## src/rtl/pps_div_pkg.sv

```systemverilog
`timescale 1ns/1ps
package pps_div_pkg;

  function automatic bit is_pow2(input int unsigned v);
    return (v != 0) && ((v & (v - 1)) == 0);
  endfunction

  function automatic int floor_log2(input int unsigned v);
    int r;
    r = 0;
    for (int i = 0; i < 32; i++) begin
      if (v[i]) r = i;
    end
    return r;
  endfunction

endpackage

```

## src/rtl/pps_counter.sv

```systemverilog
`timescale 1ns/1ps
module pps_counter #(
  parameter int W = 24
) (
  input  logic         clk,
  input  logic         rst_n,
  input  logic         en,
  input  logic         clr,
  output logic [W-1:0] count
);

  logic [W-1:0] cnt_q, cnt_d;

  always_comb begin
    cnt_d = cnt_q;
    if (en) begin
      if (clr) cnt_d = '0;
      else     cnt_d = cnt_q + W'(1);
    end
  end

  always_ff @(posedge clk or negedge rst_n) begin
    if (!rst_n) cnt_q <= '0;
    else        cnt_q <= cnt_d;
  end

  assign count = cnt_q;

endmodule

```

## src/rtl/pps_hold_timer.sv

```systemverilog
`timescale 1ns/1ps
module pps_hold_timer #(
  parameter int CYCLES = 7,
  localparam int LW = (CYCLES > 1) ? $clog2(CYCLES) : 1
) (
  input  logic clk,
  input  logic rst_n,
  input  logic en,
  input  logic start,
  output logic active,
  output logic last
);

  logic          act_q, act_d;
  logic [LW-1:0] left_q, left_d;

  always_comb begin
    act_d  = act_q;
    left_d = left_q;
    if (en) begin
      if (start) begin
        act_d  = 1'b1;
        left_d = LW'(CYCLES - 1);
      end else if (act_q) begin
        if (left_q == '0) act_d = 1'b0;
        else              left_d = left_q - LW'(1);
      end
    end
  end

  always_ff @(posedge clk or negedge rst_n) begin
    if (!rst_n) begin
      act_q  <= 1'b0;
      left_q <= '0;
    end else begin
      act_q  <= act_d;
      left_q <= left_d;
    end
  end

  assign active = act_q;
  assign last   = act_q && (left_q == '0);


  win_open_chk: assert property (@(posedge clk) disable iff (!rst_n)
    (en && start) |=> active);


  win_freeze_chk: assert property (@(posedge clk) disable iff (!rst_n)
    !en |=> $stable(active));

endmodule

```

## src/rtl/pps_mask_decode.sv

```systemverilog
`timescale 1ns/1ps
module pps_mask_decode #(
  parameter int           W    = 24,
  parameter logic [W-1:0] MASK = '1
) (
  input  logic [W-1:0] count,
  output logic         hit
);

  logic [W-1:0] term;

  for (genvar i = 0; i < W; i++) begin : g_bit
    if (MASK[i]) begin : g_used
      assign term[i] = count[i];
    end else begin : g_skip
      assign term[i] = 1'b1;
    end
  end

  assign hit = &term;

endmodule

```

## src/rtl/sparse_pps_divider.sv

```systemverilog
`timescale 1ns/1ps
module sparse_pps_divider
  import pps_div_pkg::*;
#(
  parameter int CNT_W        = 24,
  parameter int DIVISOR      = 50000,
  parameter int RESET_CYCLES = 7,
  parameter bit COMPENSATE   = 1'b0
) (
  input  logic             clk,
  input  logic             rst_n,
  input  logic             en,
  output logic             tick,
  output logic             sq_out,
  output logic [CNT_W-1:0] count
);

  localparam bit   POW2    = is_pow2(DIVISOR);
  localparam int   THRESH  = COMPENSATE ? (DIVISOR - RESET_CYCLES) : DIVISOR;
  localparam int   TAP_RAW = floor_log2(DIVISOR) - 1;
  localparam int   TAP     = (TAP_RAW > 0) ? TAP_RAW : 0;
  localparam logic [CNT_W-1:0] THRESH_V = CNT_W'(THRESH);
  localparam logic [CNT_W-1:0] LOWMASK  = CNT_W'(DIVISOR - 1);

  logic clr;

  pps_counter #(.W(CNT_W)) u_cnt (
    .clk   (clk),
    .rst_n (rst_n),
    .en    (en),
    .clr   (clr),
    .count (count)
  );

  if (POW2) begin : g_pow2
    logic tap_q, tap_d;

    assign clr = 1'b0;

    always_comb begin
      tap_d = en ? count[TAP] : tap_q;
    end

    always_ff @(posedge clk or negedge rst_n) begin
      if (!rst_n) tap_q <= 1'b0;
      else        tap_q <= tap_d;
    end

    assign tick   = en && tap_q && !count[TAP];
    assign sq_out = count[TAP];


    pow2_align_chk: assert property (@(posedge clk) disable iff (!rst_n)
      tick |-> ((count & LOWMASK) == '0));

  end else begin : g_dec
    logic hit, active, last, fire;
    logic sq_q, sq_d;

    pps_mask_decode #(.W(CNT_W), .MASK(THRESH_V)) u_dec (
      .count (count),
      .hit   (hit)
    );

    pps_hold_timer #(.CYCLES(RESET_CYCLES)) u_hold (
      .clk    (clk),
      .rst_n  (rst_n),
      .en     (en),
      .start  (fire),
      .active (active),
      .last   (last)
    );

    assign fire = en && hit && !active;
    assign clr  = fire || (active && !last);

    always_comb begin
      sq_d = fire ? ~sq_q : sq_q;
    end

    always_ff @(posedge clk or negedge rst_n) begin
      if (!rst_n) sq_q <= 1'b0;
      else        sq_q <= sq_d;
    end

    assign tick   = fire;
    assign sq_out = sq_q;


    win_zero_chk: assert property (@(posedge clk) disable iff (!rst_n)
      active |-> (count == '0));


    first_hit_chk: assert property (@(posedge clk) disable iff (!rst_n)
      (hit && !active) |-> (count == THRESH_V));


    sq_flip_chk: assert property (@(posedge clk) disable iff (!rst_n)
      tick |=> (sq_out != $past(sq_out)));
  end


  tick_single_chk: assert property (@(posedge clk) disable iff (!rst_n)
    tick |=> !tick);


  en_freeze_chk: assert property (@(posedge clk) disable iff (!rst_n)
    !en |=> ($stable(count) && $stable(sq_out)));

endmodule

```

## config.mk

```make
export PLATFORM = sky130hd
export DESIGN_NAME = sparse_pps_divider
export DESIGN_NICKNAME = d
export VERILOG_FILES = /design/src/rtl/pps_div_pkg.sv /design/src/rtl/pps_counter.sv /design/src/rtl/pps_hold_timer.sv /design/src/rtl/pps_mask_decode.sv /design/src/rtl/sparse_pps_divider.sv
export SDC_FILE = /design/constraint.sdc
export NUM_CORES = 1
export LEC_CHECK = 0
export BUFFER_PORTS_ARGS = -buffer_cell sky130_fd_sc_hd__buf_2
export CAP_MARGIN = 40
export CORE_MARGIN = 1
export CORE_UTILIZATION = 35
export CTS_BUF_LIST = sky130_fd_sc_hd__clkbuf_8
export CTS_CLUSTER_DIAMETER = 200
export DETAILED_ROUTE_END_ITERATION = 10
export HOLD_SLACK_MARGIN = 0.12
export RECOVER_POWER = 50
export SYNTH_ARGS = -nofsm -noshare
export SYNTH_HDL_FRONTEND = slang
export SYNTH_HIERARCHICAL = 1
export SYNTH_SLANG_ARGS = --single-unit
```

## constraint.sdc

```tcl
create_clock -name clk -period 2.2 [get_ports clk]
set_input_delay 0.22 -clock clk [delete_from_list [all_inputs] [get_ports clk]]
set_output_delay 0.22 -clock clk [all_outputs]
set_load 0.02 [all_outputs]
```

==> run summary <==
vias per cell: 5.37
fillers: 434
Mapped Nets: 179
RSZ-0062 raised after global routing: false
cell type with the highest aggregate area in the netlist: dfrtp_1
Post-DRT Antenna Nets: 0
largest net degree at the start of global routing: 30
Max-cap violations: 0
Resized Gates After CTS: 0
die width: 70.7 um
Crit. End Element: flop
diode count: 0
GR Overflow Total: 0
unique cell type count in the Yosys netlist: 45
leakage: 0.960 nW
fin crit share: 0.846
clk_lat worst skew: 0.28 ns
fin area: 0.00198 mm^2
post-route minimum period: 1.86 ns
Max VDD drop: 0.000470 V
CTS buffer count: 5
Pre-antenna DRT Iters: 7
Starting Density: 0.371
antenna violations before repair: 0
r2r setup slk: 0.34 ns
critical path startpoint category: flop
sequential area share after synthesis: 0.440
Clock Path Buffers: 2
Critical R2R Capture: u_cnt/count[20]
setup_tns: 0 ns
Seq cells post-synth: 29
worst clock skew: 0.0102 ns
Syn Std Cell Area: 0.00165 mm^2
FMAX: 537 MHz
multi-input gate area in the final layout: 856 um^2
Met3 Wirelength: 180 um
Total GRT Usage: 0.145
post-synthesis instance total: 173
status: complete, but fails checks
Hold Path Sink: u_cnt/count[2]
uppermost layer routed: met4
Post-layout nets: 218
number of synthesized flops with an enable pin: 0
Initial DRC Count: 61
CTS sink cnt: 29
Reg clk slew, reported paths: 0.07 ns
most common cell in the netlist: dfrtp_1
Hold Startpoint: en
vias: 1422
Async SR Flop Fraction: 1.00
Final Wtd Congestion: 0.769
Final Slew Violations: 0
worst slew pin tran: 0.658 ns
Hold Crit Depth: 3
Reg area: 726 um^2
dominant synthesized flop cell: dfrtp_1
placed cell area: 0.00190 mm^2
synthesis warning total: 6
metal2 WL: 1.64 mm
I/O Buffers: 28
die height: 70.7 um
cells on worst reg2reg path: 7
Synth area leaders: dfrtp_1, nand2_1, nor2_1, a21oi_1, nand3_1
worst path arrival time: 2.03 ns
failing checks: design-rule violations
area of the die: 0.00499 mm^2
Ports: 29
Hold Vio Cnt, Final: 0
Max H-tree Level: 2
most common library cells after synthesis: dfrtp_1, nand2_1, nor2_1
Req. time, crit path: 2.37 ns
vias in the first global route: 1216
# rows: 24
TritonCTS clock tree: done
worst r2r src: u_cnt/count[8]
Core Area: 0.00444 mm^2
DP Wirelength: 2.52 mm
# setup viols final: 0
share of post-route cells with drive strength above 1: 0.221
WL/cell: 13.6 um
pwr dens: 849 mW/mm^2
clock root cell: clkbuf_8
worst-path fanout max: 8
Yosys top cell area share: 0.440
first-pass GRT wire length: 5.66 mm
area grow syn2layout: 19.7%
DR DRC count: 6
min-delay worst type: input port to flop
met1 wire length: 1.75 mm
Post-CTS Setup Repair Bufs: 0
worst rel slew slack: 0.561
Mean Syn Cell Area: 9.54 um^2
Crit Path Class: flop to flop
Routed WL: 3.61 mm
[report_power, final]
| group | switching (mW) | internal [mW] | leakage (nW) |
|---|---|---|---|
| sequential | 0.108 | 0.607 | 0.378 |
| combinational | 0.325 | 0.215 | 0.533 |
| clock | 0.208 | 0.214 | 0.0491 |
[metal layers]
layer,vias to the layer above,GRT usage
li1,703,-
met1,676,0.188
met2,39,0.229
met3,4,0.0427
met4,0,0.0556
met5,-,0
[stage by stage]
step	hold WS [ns]	utilization	std cells	power [mW]	worst slack [ns]
after floorplan	-0.0756	-	173	1.05	0.143
after global placement	0.290	0.427	256	1.26	0.341
after detailed placement	0.298	0.427	256	1.27	0.316
after CTS	0.382	0.448	265	1.70	0.296
after global routing	0.396	0.445	265	1.77	0.108
final	0.384	0.445	265	1.68	0.338
[worst max-delay path, cell delays in order, from the launching register on]
cell and delay, ns:
dfrtp_1 0.48, nand4_1 0.14, nor2_1 0.18, nand3b_4 0.12, o21ai_0 0.15, and2_1 0.37
nor2_1 0.07, a31o_2 0.24
[timing repair]
action / CTS / global route
endpoints found under the setup margin: 0 / 0
hold buffers: 1 / 0
hold endpoints to repair: 29 / 0
[placed cells by master, fill, tap and decap left out, drive strengths merged, types with 4 or more instances in the layout]
cell type,netlist,routed
inv,10,11
nand2,19,19
xor2,4,4
and4,4,4
nand4,8,8
nand3,9,9
and3,4,4
dfrtp,29,29
nor2,16,16
a21oi,9,9
buf,1,25
xnor2,4,4
clkbuf,6,18
o21ai,7,7
[logic make-up after synthesis]
kind of cell	synth area share
flops	0.440
fa+ha+maj	0.0227
mux	0.0258
xor+xnor	0.0470
buf+inv	0.0417
compound gates	0.130
simple gates	0.293
[registers in the layout, summed over array words and instances (netlist names)]
signal	cells
g_dec.u_hold/active	1
g_dec.u_hold/left_q	3
sq_out	1
u_cnt/count	24
[worst max-delay path by stage]
stage | start | to | slack, ns | cells past startpoint
after floorplan | u_cnt/count[8] | u_cnt/count[10] | 0.14 | 8
after global placement | u_cnt/count[8] | u_cnt/count[18] | 0.34 | 7
after detailed placement | u_cnt/count[8] | u_cnt/count[15] | 0.32 | 7
after CTS | u_cnt/count[8] | u_cnt/count[20] | 0.30 | 8
after global routing | u_cnt/count[8] | u_cnt/count[18] | 0.11 | 8
final | u_cnt/count[8] | u_cnt/count[20] | 0.34 | 7
[cell type report]
cell class | instances | area share
Inverter | 10 | 0.0190
Tap cell | 52 | 0.0329
Sequential cell | 29 | 0.367
Timing Repair Buffer | 39 | 0.106
Clock buffer | 5 | 0.0348
Multi-Input combinational cell | 127 | 0.433
Clock inverter | 3 | 0.00697
Power figures use the tool's default switching activity.
